<file path="src/rtl/readout_seq_pkg.sv">
package readout_seq_pkg;

  typedef enum logic [2:0] {
    ST_IDLE,
    ST_FOT,
    ST_ROT,
    ST_PIX,
    ST_DONE
  } seqState_t;

  typedef struct packed {
    logic cfgLoad;
    logic loadY;
    logic stepY;
    logic loadX;
    logic stepX;
    logic rowPhase;
    logic pixPhase;
    logic donePhase;
  } seqStrobes_t;

  localparam int unsigned FRAME_OVH_MAX = 1200;

  function automatic int unsigned frameOvh(input logic [1:0] code);
    case (code)
      2'd3:    return 1200;
      2'd2:    return 624;
      2'd1:    return 336;
      default: return 192;
    endcase
  endfunction

  function automatic int unsigned rowOvh(input logic [1:0] code);
    case (code)
      2'd3:    return 48;
      2'd2:    return 32;
      2'd1:    return 24;
      default: return 20;
    endcase
  endfunction

endpackage

</file>
<file path="src/rtl/readout_cfg.sv">
module readout_cfg #(
  parameter int ARRAY_W = 640,
  parameter int ARRAY_H = 480,
  parameter int ALIGN   = 8,
  parameter int XW      = 10,
  parameter int YW      = 9
) (
  input  logic          clk,
  input  logic          rstN,
  input  logic          load,
  input  logic [1:0]    granIn,
  input  logic          subsIn,
  input  logic [XW-1:0] xStartIn,
  input  logic [XW-1:0] pixCountIn,
  input  logic [YW-1:0] yStartIn,
  input  logic [YW-1:0] lineCountIn,
  output logic [1:0]    granQ,
  output logic          subsQ,
  output logic [XW-1:0] xsQ,
  output logic [XW-1:0] pcQ,
  output logic [YW-1:0] ysQ,
  output logic [YW-1:0] linesQ
);

  localparam logic [XW-1:0] ALIGN_MASK = ~XW'(ALIGN - 1);
  localparam logic [XW-1:0] W_L        = XW'(ARRAY_W);
  localparam logic [XW-1:0] XS_MAX     = XW'(ARRAY_W - ALIGN);
  localparam logic [XW-1:0] ALIGN_L    = XW'(ALIGN);
  localparam logic [YW-1:0] H_L        = YW'(ARRAY_H);
  localparam logic [YW-1:0] YS_MAX     = YW'(ARRAY_H - 1);

  logic [XW-1:0] xsAl, xsC, pcAl, pcNz, roomX, pcC;
  logic [YW-1:0] ysC, lcNz, roomY, lcC;

  always_comb begin
    xsAl  = xStartIn & ALIGN_MASK;
    xsC   = (xsAl > XS_MAX) ? XS_MAX : xsAl;
    pcAl  = pixCountIn & ALIGN_MASK;
    pcNz  = (pcAl == '0) ? ALIGN_L : pcAl;
    roomX = W_L - xsC;
    pcC   = (pcNz > roomX) ? roomX : pcNz;
    ysC   = (yStartIn > YS_MAX) ? YS_MAX : yStartIn;
    lcNz  = (lineCountIn == '0) ? YW'(1) : lineCountIn;
    roomY = subsIn ? (((YS_MAX - ysC) >> 1) + YW'(1)) : (H_L - ysC);
    lcC   = (lcNz > roomY) ? roomY : lcNz;
  end

  always_ff @(posedge clk) begin
    if (!rstN) begin
      granQ  <= '0;
      subsQ  <= 1'b0;
      xsQ    <= '0;
      pcQ    <= ALIGN_L;
      ysQ    <= '0;
      linesQ <= YW'(1);
    end else if (load) begin
      granQ  <= granIn;
      subsQ  <= subsIn;
      xsQ    <= xsC;
      pcQ    <= pcC;
      ysQ    <= ysC;
      linesQ <= lcC;
    end
  end

endmodule

</file>
<file path="src/rtl/readout_ctrl.sv">
module readout_ctrl
  import readout_seq_pkg::*;
#(
  parameter int XW        = 10,
  parameter int YW        = 9,
  parameter int CW        = 11,
  parameter int SUB_EXTRA = 8
) (
  input  logic          clk,
  input  logic          rstN,
  input  logic          frameStart,
  input  logic [1:0]    gran,
  input  logic          subs,
  input  logic [XW-1:0] pixLen,
  input  logic [YW-1:0] lines,
  output seqStrobes_t   strobes
);

  seqState_t     state;
  logic [CW-1:0] cnt;
  logic [YW-1:0] rowsLeft;
  logic [CW-1:0] fotLen, rotLen, curLen;
  logic          cntEnd;

  always_comb begin
    fotLen = CW'(frameOvh(gran));
    rotLen = CW'(rowOvh(gran) + (subs ? SUB_EXTRA : 0));
    case (state)
      ST_FOT:  curLen = fotLen;
      ST_ROT:  curLen = rotLen;
      ST_PIX:  curLen = CW'(pixLen);
      default: curLen = CW'(1);
    endcase
    cntEnd = (cnt == curLen - CW'(1));
  end

  always_ff @(posedge clk) begin
    if (!rstN) begin
      state    <= ST_IDLE;
      cnt      <= '0;
      rowsLeft <= '0;
    end else begin
      case (state)
        ST_IDLE: begin
          cnt <= '0;
          if (frameStart) state <= ST_FOT;
        end
        ST_FOT: begin
          if (cntEnd) begin
            state    <= ST_ROT;
            cnt      <= '0;
            rowsLeft <= lines - YW'(1);
          end else begin
            cnt <= cnt + CW'(1);
          end
        end
        ST_ROT: begin
          if (cntEnd) begin
            state <= ST_PIX;
            cnt   <= '0;
          end else begin
            cnt <= cnt + CW'(1);
          end
        end
        ST_PIX: begin
          if (cntEnd) begin
            cnt <= '0;
            if (rowsLeft == '0) begin
              state <= ST_DONE;
            end else begin
              state    <= ST_ROT;
              rowsLeft <= rowsLeft - YW'(1);
            end
          end else begin
            cnt <= cnt + CW'(1);
          end
        end
        default: begin
          state <= ST_IDLE;
          cnt   <= '0;
        end
      endcase
    end
  end

  always_comb begin
    strobes           = '0;
    strobes.cfgLoad   = (state == ST_IDLE) && frameStart;
    strobes.loadY     = (state == ST_FOT) && cntEnd;
    strobes.loadX     = (state == ST_ROT) && cntEnd;
    strobes.stepX     = (state == ST_PIX) && !cntEnd;
    strobes.stepY     = (state == ST_PIX) && cntEnd && (rowsLeft != '0);
    strobes.rowPhase  = (state == ST_ROT);
    strobes.pixPhase  = (state == ST_PIX);
    strobes.donePhase = (state == ST_DONE);
  end

endmodule

</file>
<file path="src/rtl/readout_addr.sv">
module readout_addr
  import readout_seq_pkg::*;
#(
  parameter int XW = 10,
  parameter int YW = 9
) (
  input  logic          clk,
  input  logic          rstN,
  input  seqStrobes_t   strobes,
  input  logic          subs,
  input  logic [XW-1:0] xsBase,
  input  logic [YW-1:0] ysBase,
  output logic [XW-1:0] xAddr,
  output logic [YW-1:0] yAddr
);

  logic [YW-1:0] yStep;

  assign yStep = subs ? YW'(2) : YW'(1);

  always_ff @(posedge clk) begin
    if (!rstN) begin
      xAddr <= '0;
      yAddr <= '0;
    end else begin
      if (strobes.loadX)      xAddr <= xsBase;
      else if (strobes.stepX) xAddr <= xAddr + XW'(1);

      if (strobes.loadY)      yAddr <= ysBase;
      else if (strobes.stepY) yAddr <= yAddr + yStep;
    end
  end

endmodule

</file>
<file path="src/rtl/readout_sequencer.sv">
module readout_sequencer
  import readout_seq_pkg::*;
#(
  parameter int ARRAY_W   = 640,
  parameter int ARRAY_H   = 480,
  parameter int ALIGN     = 8,
  parameter int SUB_EXTRA = 8,
  localparam int XW       = $clog2(ARRAY_W + 1),
  localparam int YW       = $clog2(ARRAY_H + 1),
  localparam int CW       = $clog2(((FRAME_OVH_MAX > ARRAY_W) ? FRAME_OVH_MAX : ARRAY_W) + 1)
) (
  input  logic          clk,
  input  logic          rstN,
  input  logic          frameStart,
  input  logic [1:0]    granCode,
  input  logic          subsampleEn,
  input  logic [XW-1:0] xStart,
  input  logic [XW-1:0] pixCount,
  input  logic [YW-1:0] yStart,
  input  logic [YW-1:0] lineCount,
  output logic          frameValid,
  output logic          lineValid,
  output logic          pixelValid,
  output logic [XW-1:0] xAddr,
  output logic [YW-1:0] yAddr,
  output logic          frameDone
);

  seqStrobes_t   strobes;
  logic [1:0]    granQ;
  logic          subsQ;
  logic [XW-1:0] xsQ, pcQ;
  logic [YW-1:0] ysQ, linesQ;

  readout_cfg #(
    .ARRAY_W(ARRAY_W), .ARRAY_H(ARRAY_H), .ALIGN(ALIGN), .XW(XW), .YW(YW)
  ) i_cfg (
    .clk(clk), .rstN(rstN), .load(strobes.cfgLoad),
    .granIn(granCode), .subsIn(subsampleEn),
    .xStartIn(xStart), .pixCountIn(pixCount),
    .yStartIn(yStart), .lineCountIn(lineCount),
    .granQ(granQ), .subsQ(subsQ), .xsQ(xsQ), .pcQ(pcQ),
    .ysQ(ysQ), .linesQ(linesQ)
  );

  readout_ctrl #(
    .XW(XW), .YW(YW), .CW(CW), .SUB_EXTRA(SUB_EXTRA)
  ) i_ctrl (
    .clk(clk), .rstN(rstN), .frameStart(frameStart),
    .gran(granQ), .subs(subsQ), .pixLen(pcQ), .lines(linesQ),
    .strobes(strobes)
  );

  readout_addr #(
    .XW(XW), .YW(YW)
  ) i_addr (
    .clk(clk), .rstN(rstN), .strobes(strobes), .subs(subsQ),
    .xsBase(xsQ), .ysBase(ysQ), .xAddr(xAddr), .yAddr(yAddr)
  );

  assign frameValid = strobes.rowPhase | strobes.pixPhase;
  assign lineValid  = strobes.pixPhase;
  assign pixelValid = strobes.pixPhase;
  assign frameDone  = strobes.donePhase;

endmodule

</file>
<file path="config.mk">
export PLATFORM = sky130hd
export DESIGN_NAME = readout_sequencer
export DESIGN_NICKNAME = d
export VERILOG_FILES = /design/src/rtl/readout_seq_pkg.sv /design/src/rtl/readout_cfg.sv /design/src/rtl/readout_ctrl.sv /design/src/rtl/readout_addr.sv /design/src/rtl/readout_sequencer.sv
export SDC_FILE = /design/constraint.sdc
export NUM_CORES = 1
export LEC_CHECK = 0
export ABC_AREA = 0
export BUFFER_PORTS_ARGS = -buffer_cell sky130_fd_sc_hd__buf_2
export CAP_MARGIN = 40
export CORE_ASPECT_RATIO = 1.25
export CORE_MARGIN = 10
export CORE_UTILIZATION = 54
export CTS_CLUSTER_DIAMETER = 50
export DETAILED_ROUTE_END_ITERATION = 16
export PLACE_DENSITY = 0.75
export SETUP_SLACK_MARGIN = 0.05
export SLEW_MARGIN = 20
export SYNTH_ARGS = -nofsm -noshare
export SYNTH_HDL_FRONTEND = slang
export SYNTH_HIERARCHICAL = 1
export SYNTH_SLANG_ARGS = --single-unit
export TNS_END_PERCENT = 10
</file>
<file path="constraint.sdc">
create_clock -name clk -period 4.52 [get_ports clk]
set_input_delay 0.452 -clock clk [delete_from_list [all_inputs] [get_ports clk]]
set_output_delay 0.452 -clock clk [all_outputs]
set_load 0.03 [all_outputs]
</file>
==> impl_metrics.env, run 1 <==
export IMPL_tightest_slew_ns=0.759
export IMPL_cts_max_level=3
export IMPL_vias_per_cell=6.29
export IMPL_via_count=5538
export IMPL_cap_violations=0
export IMPL_yosysSeqAreaShare_pct=26.5
export IMPL_rows=42
export IMPL_clk_insertion_delay_late_ns=0.33
export IMPL_dieArea_um2=15400
export IMPL_dp_slack_ns=-0.0587
export IMPL_cts_tree="yes"
export IMPL_antenna_cells=0
export IMPL_p_per_area_nw_per_um2=295
export IMPL_first_global_vias=5465
export IMPL_rsz0062_at_grt="true"
export IMPL_cts_buffers=9
export IMPL_cts_setup_buffers=0
export IMPL_dieWidth_um=113
export IMPL_setup_violations_final=0
export IMPL_slew_headroom_pct=49.3
export IMPL_finalSetupTns_ns=0
export IMPL_finalMaxSlewViolations=0
export IMPL_ys_flop_type="dfxtp_1"
export IMPL_core_um2=10600
export IMPL_multiInputGateArea_um2=3910
export IMPL_cp_start_kind="flop"
export IMPL_drc=0
export IMPL_synthCells=718
export IMPL_ys_seq_elements=77
export IMPL_seq_area_um2=1540
export IMPL_crit_type="flop to flop"
export IMPL_gp_congestion=0.857
export IMPL_grt_max_degree=56
export IMPL_yosys_area_top_type="dfxtp_1"
export IMPL_path_clk_slew_ns=0.06
export IMPL_fmax_ghz=0.230
export IMPL_p_leak_uw=0.00261
export IMPL_grt_overflow_total=0
export IMPL_clockBufferDepth=2
export IMPL_postSynthAreaPerCell_um2=8.11
export IMPL_synth_top_area_share_pct=26.5
export IMPL_drt_iter0_markers=454
export IMPL_hold_class="primary input to flop"
export IMPL_cts_root_buf="clkbuf_16"
export IMPL_fill_cells=915
export IMPL_wire_per_inst_um=17.3
export IMPL_utilization_pct=61.0
export IMPL_syn2layout_area_growth_pct=10.6
export IMPL_grt_pass1_wl_um=25500
export IMPL_fin_skew_ns=0.00733
export IMPL_io_pin_count=67
export IMPL_placedCellCount=866
export IMPL_holdWs_ns=0.362
export IMPL_critPathCaptureType="flop"
export IMPL_drive_above_1_share_pct=16.3
export IMPL_async_flop_share_pct=0
export IMPL_nets=824
export IMPL_yosys_warnings=6
export IMPL_worstPathMaxFanout=9
export IMPL_vdd_drop_max_mv=0.138
export IMPL_finalCriticalPeriod_ns=4.35
export IMPL_min_period_over_period_pct=96.1
export IMPL_synth_most_common_cell="dfxtp_1"
export IMPL_start_util_pct=55.1
export IMPL_synth_cell_types=90
export IMPL_port_buffers=60
export IMPL_cp_arrival_ns=4.61
export IMPL_synthesis_area_um2=5820
export IMPL_fin_ws_ns=0.175
export IMPL_wirelength_um=15200
export IMPL_dr_pass1_iters=5
export IMPL_layoutNonFillerInstCount=881
export IMPL_clock_sinks=77
export IMPL_fp_dieH_um=136
export IMPL_outcome="finished, final reports clean"
export IMPL_critPathRequiredTime_ns=4.78
export IMPL_hold_viol=0
export IMPL_ant_nets=0
export IMPL_synth_area_leaders="dfxtp_1, ha_1, mux2i_1"
export IMPL_dp_final_hpwl_um=11500
export IMPL_antenna_found_initial=0
export IMPL_synthTopCellsByCount="dfxtp_1, nor2_1, nand2_1"
export IMPL_synth_edff_count=0
export IMPL_track_usage_pct=19.4
-- worst paths after layout --
path / startpoint / end / slack [ns] / cells after the start
min: granCode[1] / i_cfg/granQ[1] / 0.36 / 3
max reg2reg: i_cfg/granQ[1] / i_addr/yAddr[5] / 0.17 / 15
min reg2reg: i_cfg/ysQ[5] / i_cfg/ysQ[5] / 0.47 / 2
max: i_cfg/granQ[1] / i_addr/yAddr[5] / 0.17 / 15
-- stage by stage --
step	power (µW)	area [µm²]
after floorplan	1020	5840
after global placement	1090	6080
after detailed placement	1110	6080
after CTS	1910	6410
after global routing	1980	6440
final	1900	6440
-- cell usage in the layout, fill, tap and decap left out, types with 6 or more instances in the layout --
| master | Yosys | layout |
|---|---|---|
| buf_4 | 9 | 12 |
| conb_1 | 1 | 6 |
| o21ai_0 | 39 | 39 |
| nand2b_1 | 8 | 8 |
| nor2_1 | 74 | 74 |
| dfxtp_1 | 77 | 77 |
| nand3_1 | 25 | 25 |
| ha_1 | 34 | 34 |
| xor2_1 | 20 | 20 |
| clkbuf_16 | 0 | 9 |
| mux2i_1 | 28 | 28 |
| o31ai_1 | 9 | 9 |
| o21a_1 | 6 | 6 |
| a211oi_1 | 15 | 15 |
| inv_1 | 22 | 22 |
| or4_1 | 6 | 6 |
| or3_1 | 10 | 10 |
| and3_1 | 9 | 9 |
| a21oi_1 | 33 | 33 |
| buf_2 | 7 | 60 |
| nor3_1 | 24 | 24 |
| a31oi_1 | 20 | 19 |
| nand4_1 | 11 | 11 |
| xnor2_1 | 19 | 19 |
| nand2_1 | 42 | 42 |
| and2_1 | 6 | 6 |
| nand4b_1 | 6 | 6 |
-- timing repair --
action | in CTS | in global routing
hold buffers | 0 | 0
resized for setup | 1 | 4
setup endpoints to repair | 7 | 18
endpoints found under the hold margin | 0 | 0
-- sequential cells by signal (all words and copies together) (netlist names) --
name,count
i_addr/xAddr,10
i_addr/yAddr,9
i_cfg/granQ,2
i_cfg/linesQ,9
i_cfg/pcQ,7
i_cfg/subsQ,1
i_cfg/xsQ,7
i_cfg/ysQ,9
i_ctrl/cnt,11
i_ctrl/rowsLeft,9
i_ctrl/state,3
-- cell type report --
cell class                      instances  share of cell area [%]
Clock buffer                           12                    4.14
Sequential cell                        77                    23.9
Tap cell                              132                    2.56
Inverter                               25                    1.48
Clock inverter                          3                    1.05
Multi-Input combinational cell        560                    60.8
Timing Repair Buffer                   72                    6.06
-- layer usage --
metal	part of all wire [%]	GRT usage (%)	wire (µm)	up-vias
met2	50	34.0	7680	202
met5	0	0	0	-
met1	40	21.8	6130	2609
met3	4.3	2.82	660	51
met4	5.0	11.7	754	0
li1	-	-	-	2676
-- report_power, final --
group / leakage, µW / internal, µW / switching (µW)
clock: 0.000161 / 525 / 271
sequential: 0.000627 / 709 / 29.8
combinational: 0.00182 / 146 / 219
total: 0.00261 / 1380 / 520
-- critical path: stages, from the launching register on --
cell and delay [ns]:
dfxtp_1 0.39, inv_1 0.08, ha_1 0.22, ha_1 0.22, ha_1 0.24, nor4bb_1 0.15
mux2i_1 0.20, o221ai_2 0.23, or4_4 0.60, a2111oi_4 0.43, o211ai_4 0.22, nor4_2 0.27
buf_4 0.20, nand2_2 0.12, or4_1 0.53, a31oi_1 0.16
-- logic make-up (layout without fill, tap and decap cells) --
group	count (synthesis)	after routing	synth area share, %
flops	77	77	26.5
other cells	1	6	0.0644
compound gates	175	175	21.0
fa+ha+maj	35	35	7.65
buf+inv	86	112	7.18
simple gates	271	271	25.3
mux	32	32	5.65
xor+xnor	41	41	6.66
(Power assumes the default switching activity.)
==> inputs of run 2 (changes only) <==
- ABC_AREA: 0 -> not set
- PLACE_DENSITY: 0.75 -> 0.76
==> run 2 against run 1 <==
Clock skew down 0.0027 ns. First-iteration DRC count up 33%. Die area unchanged. Count of clock-buffer cells in the layout down 2. Clock power down 8.7%. Fmax up 0.31%. Utilization up 0.18 points. Via count up 0.14%. Register-to-register slack about the same. Final cell count up 0.57%. Setup slack better by 0.013 ns. Sequential share of layout area down 0.070 points. Critical path type unchanged. Critical endpoint unchanged. Largest cell class unchanged. Largest power group is now sequential cells. Highest routed layer unchanged.
==> impl_metrics.env, run 2 (synthesis gave the netlist of run 1 again) <==
export IMPL_outcome="finished, final reports clean"
export IMPL_dp_final_hpwl_um=11500
export IMPL_cp_arrival_ns=4.59
export IMPL_grt_overflow_total=0
export IMPL_antenna_cells=0
export IMPL_core_um2=10600
export IMPL_vdd_drop_max_mv=0.182
export IMPL_start_util_pct=55.1
export IMPL_cts_tree="yes"
export IMPL_fill_cells=922
export IMPL_holdWs_ns=0.362
export IMPL_via_count=5546
export IMPL_crit_slowest_cell="or4_4"
export IMPL_use_met2_pct=35.6
export IMPL_drt_iter0_markers=605
export IMPL_min_period_over_period_pct=95.8
export IMPL_fin_skew_ns=0.00463
export IMPL_crit_chain="inv_1 > ha_1 > ha_1 > ha_1 > and3b_1 > a31oi_2 > o211ai_1 > or4_4 > a2111oi_4 > o211ai_4 > nor4_4 > buf_4 > nand2_2 > or4_1 > a31oi_1"
export IMPL_fp_dieH_um=136
export IMPL_finalSetupTns_ns=0
export IMPL_slowest_delay_ns=0.57
export IMPL_p_per_area_nw_per_um2=285
export IMPL_layout_common_cells="dfxtp_1, nor2_1, buf_2"
export IMPL_fmax_ghz=0.231
export IMPL_port_buffers=60
export IMPL_wire_per_inst_um=17.6
export IMPL_rows=42
export IMPL_use_met1_pct=21.4
export IMPL_syn2layout_area_growth_pct=11.0
export IMPL_dieWidth_um=113
export IMPL_regMostFlops="i_ctrl/cnt"
export IMPL_critPathCaptureType="flop"
export IMPL_reg_top3="i_ctrl/cnt (11), i_addr/xAddr (10)"
export IMPL_clock_sinks=77
export IMPL_dr_pass1_iters=5
export IMPL_hold_class="primary input to flop"
export IMPL_cts_max_level=3
export IMPL_grt_pass1_wl_um=25300
export IMPL_grt_util_met3_pct=3.22
export IMPL_final_area_um2=6460
export IMPL_grt_max_degree=47
export IMPL_cpLargestDelayFamily="simple AND/OR/NAND/NOR gates"
export IMPL_cp_start_kind="flop"
export IMPL_hold_viol=0
export IMPL_crit_type="flop to flop"
export IMPL_utilization_pct=61.1
export IMPL_io_pin_count=67
export IMPL_finalMaxSlewViolations=0
export IMPL_wirelength_um=15600
export IMPL_p_leak_uw=0.00262
export IMPL_cts_buffers=9
export IMPL_drive_above_1_share_pct=17.1
export IMPL_clk_insertion_delay_late_ns=0.34
export IMPL_cp_buffers_inverters=2
export IMPL_worstPathMaxFanout=8
export IMPL_drc=0
export IMPL_layoutNonFillerInstCount=886
export IMPL_critPathRequiredTime_ns=4.78
export IMPL_ant_nets=0
export IMPL_gp_congestion=0.894
export IMPL_path_clk_slew_ns=0.06
export IMPL_finalCriticalPeriod_ns=4.33
export IMPL_dieArea_um2=15400
export IMPL_setup_violations_final=0
export IMPL_vias_per_cell=6.26
export IMPL_placedCellCount=868
export IMPL_cap_violations=0
export IMPL_worst_path_most_repeated_cell="ha_1"
export IMPL_cts_setup_buffers=0
export IMPL_largest_reg_flops=11
export IMPL_antenna_found_initial=0
export IMPL_placed_area_um2=6100
export IMPL_rsz0062_at_grt="true"
export IMPL_slew_headroom_pct=50.2
export IMPL_layout_commonest_cell="dfxtp_1"
export IMPL_first_global_vias=5345
export IMPL_cts_root_buf="clkbuf_16"
export IMPL_track_usage_pct=19.4
export IMPL_clockBufferDepth=2
export IMPL_tightest_slew_ns=0.745
export IMPL_nets=828
export IMPL_top_usage_layer="met2"
run 2: worst reg2reg max path, delay by kind of cell (launching register included):
| family | cells | cell delay, ns |
|---|---|---|
| AND/OR/NAND/NOR | 5 | 1.69 |
| AO/OA/AOI/OAI | 5 | 1.14 |
| adder cells (fa/ha/maj) | 3 | 0.72 |
| flip-flops | 1 | 0.40 |
| buffers and inverters | 2 | 0.31 |
run 2: area by class of cell:
cell class	instances	area, µm²	area share (%)
multi-input combinational	560	3920	60.7
sequential	77	1540	23.9
timing repair buffer	76	440	6.82
clock buffer	10	239	3.70
tap	132	165	2.56
inverter	25	93.8	1.45
clock inverter	6	61.3	0.949
run 2: per-layer routing:
layer / part of all wire (%) / wire (µm)
met4: 2.7 / 421
met2: 52 / 8060
met5: 0 / 0
met1: 41 / 6450
met3: 4.0 / 625
run 2: timing repair:
action | 4_1_cts | 5_1_grt
setup endpoints to repair | 3 | 9
resized for setup | 2 | 5
endpoints found under the hold margin | 0 | 0
hold buffers | 0 | 0
run 2: stage by stage:
step                      power, µW  setup WS (ns)
after detailed placement       1110         0.0152
after floorplan                1020          0.148
after global routing           1910         0.0225
final                          1840          0.188
after CTS                      1840         0.0951
after global placement         1090          0.167
run 2: power breakdown:
group	switching [µW]	internal (µW)
clock	287	441
sequential	29.9	708
combinational	224	150
total	541	1300
run 2: path summary, 6_finish.rpt:
kind | startpoint | to | slack, ns | cells past startpoint
max | i_cfg/granQ[1] | i_addr/yAddr[5] | 0.19 | 15
min | granCode[0] | i_cfg/granQ[0] | 0.36 | 3
max reg2reg | i_cfg/granQ[1] | i_addr/yAddr[5] | 0.19 | 15
min reg2reg | i_cfg/ysQ[5] | i_cfg/ysQ[5] | 0.48 | 2
==> inputs of run 3 (changes only) <==
- ABC_AREA: not set -> 1
- PLACE_DENSITY: 0.76 -> 0.75
==> run 3 against run 2 <==
Total power is 51% higher. Die area up 3.9%. Register-to-register slack improved by 0.57 ns. Utilization decreased by 1.3 points. Largest power group is now combinational cells.
==> impl_metrics.env, run 3 <==
export IMPL_min_period_over_period_pct=83.2
export IMPL_port_buffers=60
export IMPL_nets=1035
export IMPL_vdd_drop_max_mv=0.239
export IMPL_ys_flop_type="dfxtp_1"
export IMPL_dr_pass1_iters=5
export IMPL_cpLargestDelayFamily="simple AND/OR/NAND/NOR gates"
export IMPL_clock_sinks=77
export IMPL_clk_insertion_delay_late_ns=0.33
export IMPL_grt_overflow_total=0
export IMPL_start_util_pct=54.9
export IMPL_finalSetupTns_ns=0
export IMPL_antenna_found_initial=1
export IMPL_rsz0062_at_grt="false"
export IMPL_synthesis_area_um2=6090
export IMPL_drive_above_1_share_pct=16.3
export IMPL_hp_start="granCode[1]"
export IMPL_reg_top3="i_ctrl/cnt (11), i_addr/xAddr (10)"
export IMPL_fmax_ghz=0.266
export IMPL_worstPathMaxFanout=12
export IMPL_grt_max_degree=40
export IMPL_drt_iter0_markers=285
export IMPL_wirelength_um=14400
export IMPL_dieArea_um2=16000
export IMPL_track_usage_pct=18.1
export IMPL_postSynthAreaPerCell_um2=6.62
export IMPL_p_leak_uw=0.00315
export IMPL_synth_edff_count=0
export IMPL_grt_pass1_wl_um=24600
export IMPL_postCtsHoldBufs=0
export IMPL_vias_per_cell=5.22
export IMPL_async_flop_share_pct=0
export IMPL_outcome="finished, final reports clean"
export IMPL_dp_slack_ns=0.798
export IMPL_synth_area_leaders="dfxtp_1, nand2_1, ha_1"
export IMPL_crit_slowest_cell="dfxtp_1"
export IMPL_fin_ws_ns=0.760
export IMPL_placed_area_um2=6340
export IMPL_multiInputGateArea_um2=3820
export IMPL_gp_congestion=0.872
export IMPL_finalMaxSlewViolations=0
export IMPL_layout_commonest_cell="nand2_1"
export IMPL_via_count=5722
export IMPL_path_clk_slew_ns=0.06
export IMPL_crit_chain="nor2_1 > nor2_4 > nand2_1 > inv_1 > ha_1 > nand3_2 > o21ai_0 > nand2_1 > nand2_1 > nand2_1 > nor2_1 > nand2_1 > nor2_1 > nand2_1 > nor3_1 > inv_2 > nor2_8 > inv_2 > a21oi_1 > nand2_1 > a21oi_1"
export IMPL_drc=0
export IMPL_dieWidth_um=115
export IMPL_layout_common_cells="nand2_1, inv_1, nor2_1"
export IMPL_syn2layout_area_growth_pct=9.00
export IMPL_cp_start_kind="flop"
export IMPL_synth_cell_types=54
export IMPL_core_um2=11100
export IMPL_first_global_vias=5419
export IMPL_r2r_slack_ns=0.76
export IMPL_holdWs_ns=0.369
export IMPL_final_area_um2=6640
export IMPL_synth_top_area_share_pct=25.3
export IMPL_wire_per_inst_um=13.2
export IMPL_synth_most_common_cell="nand2_1"
export IMPL_tightest_slew_ns=0.761
export IMPL_cts_root_buf="clkbuf_16"
export IMPL_synthCells=920
export IMPL_ant_nets=0
export IMPL_reg2reg_depth=21
export IMPL_seq_area_um2=1540
export IMPL_cts_setup_buffers=0
export IMPL_largest_reg_flops=11
export IMPL_r2r_start="i_ctrl/state[0]"
export IMPL_critPathCaptureType="flop"
export IMPL_yosysSeqAreaShare_pct=25.3
export IMPL_hold_class="primary input to flop"
export IMPL_holdPathEnd="i_cfg/granQ[1]"
export IMPL_min_path_cells=3
export IMPL_r2r_end="i_addr/yAddr[5]"
export IMPL_finalCriticalPeriod_ns=3.76
export IMPL_crit_type="flop to flop"
export IMPL_fp_dieH_um=139
export IMPL_hold_viol=0
export IMPL_setup_violations_final=0
export IMPL_slew_headroom_pct=49.3
export IMPL_p_per_area_nw_per_um2=419
export IMPL_rows=43
export IMPL_cp_arrival_ns=4.02
export IMPL_regMostFlops="i_ctrl/cnt"
export IMPL_worst_path_most_repeated_cell="nand2_1"
export IMPL_fill_cells=1096
export IMPL_cts_buffers=9
export IMPL_ctsResizeCount=0
export IMPL_fin_skew_ns=0.00786
export IMPL_yosys_warnings=6
export IMPL_cts_tree="yes"
export IMPL_io_pin_count=67
export IMPL_cp_buffers_inverters=3
export IMPL_slowest_delay_ns=0.66
export IMPL_dp_final_hpwl_um=11300
export IMPL_cap_violations=0
export IMPL_critPathRequiredTime_ns=4.78
export IMPL_ys_seq_elements=77
export IMPL_synthTopCellsByCount="nand2_1, inv_1, nor2_1"
export IMPL_yosys_area_top_type="dfxtp_1"
export IMPL_clockBufferDepth=2
export IMPL_cts_max_level=3
run 3: changes by cell type after synthesis, sizes merged, moves of 24 or more:
cell   before  now
inv        23  116
mux2i      28    1
nand2      43  239
nand3      25   81
a21oi      34   58
nor2       75  118
run 3: cells by family after synthesis:
kind of cell	Yosys count	share of synthesized area, %
mux	1	0.164
xor+xnor	25	3.60
buf+inv	163	12.3
flops	77	25.3
fa+ha+maj	35	7.31
other cells	1	0.0616
simple gates	477	37.7
compound gates	141	13.6
run 3: through the flow:
| stage | power (µW) | cells | utilization [%] |
|---|---|---|---|
| CTS | 2800 | 1095 | 59.9 |
| floorplan | 1840 | 925 | - |
| global placement | 2040 | 1079 | 57.0 |
| finish | 2780 | 1096 | 59.9 |
| detailed placement | 2080 | 1080 | 57.2 |
| global route | 3010 | 1096 | 59.9 |
run 3: worst min-delay path, stage by stage:
cell and delay (ns):
buf_2 0.09, nor2_1 0.04, nor2_1 0.09
run 3: how the worst max path moves through the flow:
stage | startpoint | endpoint | slack, ns | cells after the start
floorplan | yStart[5] | i_cfg/linesQ[1] | 1.38 | 25
global placement | yStart[5] | i_cfg/linesQ[4] | 0.80 | 24
detailed placement | yStart[5] | i_cfg/linesQ[4] | 0.80 | 24
CTS | i_ctrl/state[0] | i_addr/yAddr[5] | 0.79 | 21
global route | i_ctrl/state[0] | i_addr/yAddr[5] | 0.38 | 21
finish | i_ctrl/state[0] | i_addr/yAddr[5] | 0.76 | 21
run 3: cell type report:
| cell class | instances | share of cell area (%) |
|---|---|---|
| multi-input cells | 685 | 57.6 |
| flip-flops and latches | 77 | 23.2 |
| inverters | 117 | 6.69 |
| repair buffers | 66 | 5.50 |
| clock buffers | 11 | 3.66 |
| well taps | 135 | 2.54 |
| clock inverters | 4 | 0.735 |
| diodes | 1 | 0.0377 |
run 3: where the power goes:
| part | leakage, µW | internal (µW) | switching, µW |
|---|---|---|---|
| logic | 0.00238 | 419 | 800 |
| clock network | 0.000145 | 439 | 274 |
| registers | 0.000628 | 768 | 79.0 |
| total | 0.00315 | 1630 | 1150 |
run 3: per-layer routing:
layer	global-route usage, %	vias up	part of all wire (%)
li1	-	3037	-
met1	20.9	2562	42
met2	31.8	104	51
met3	3.33	19	4.6
met4	6.98	0	1.7
met5	0	-	0
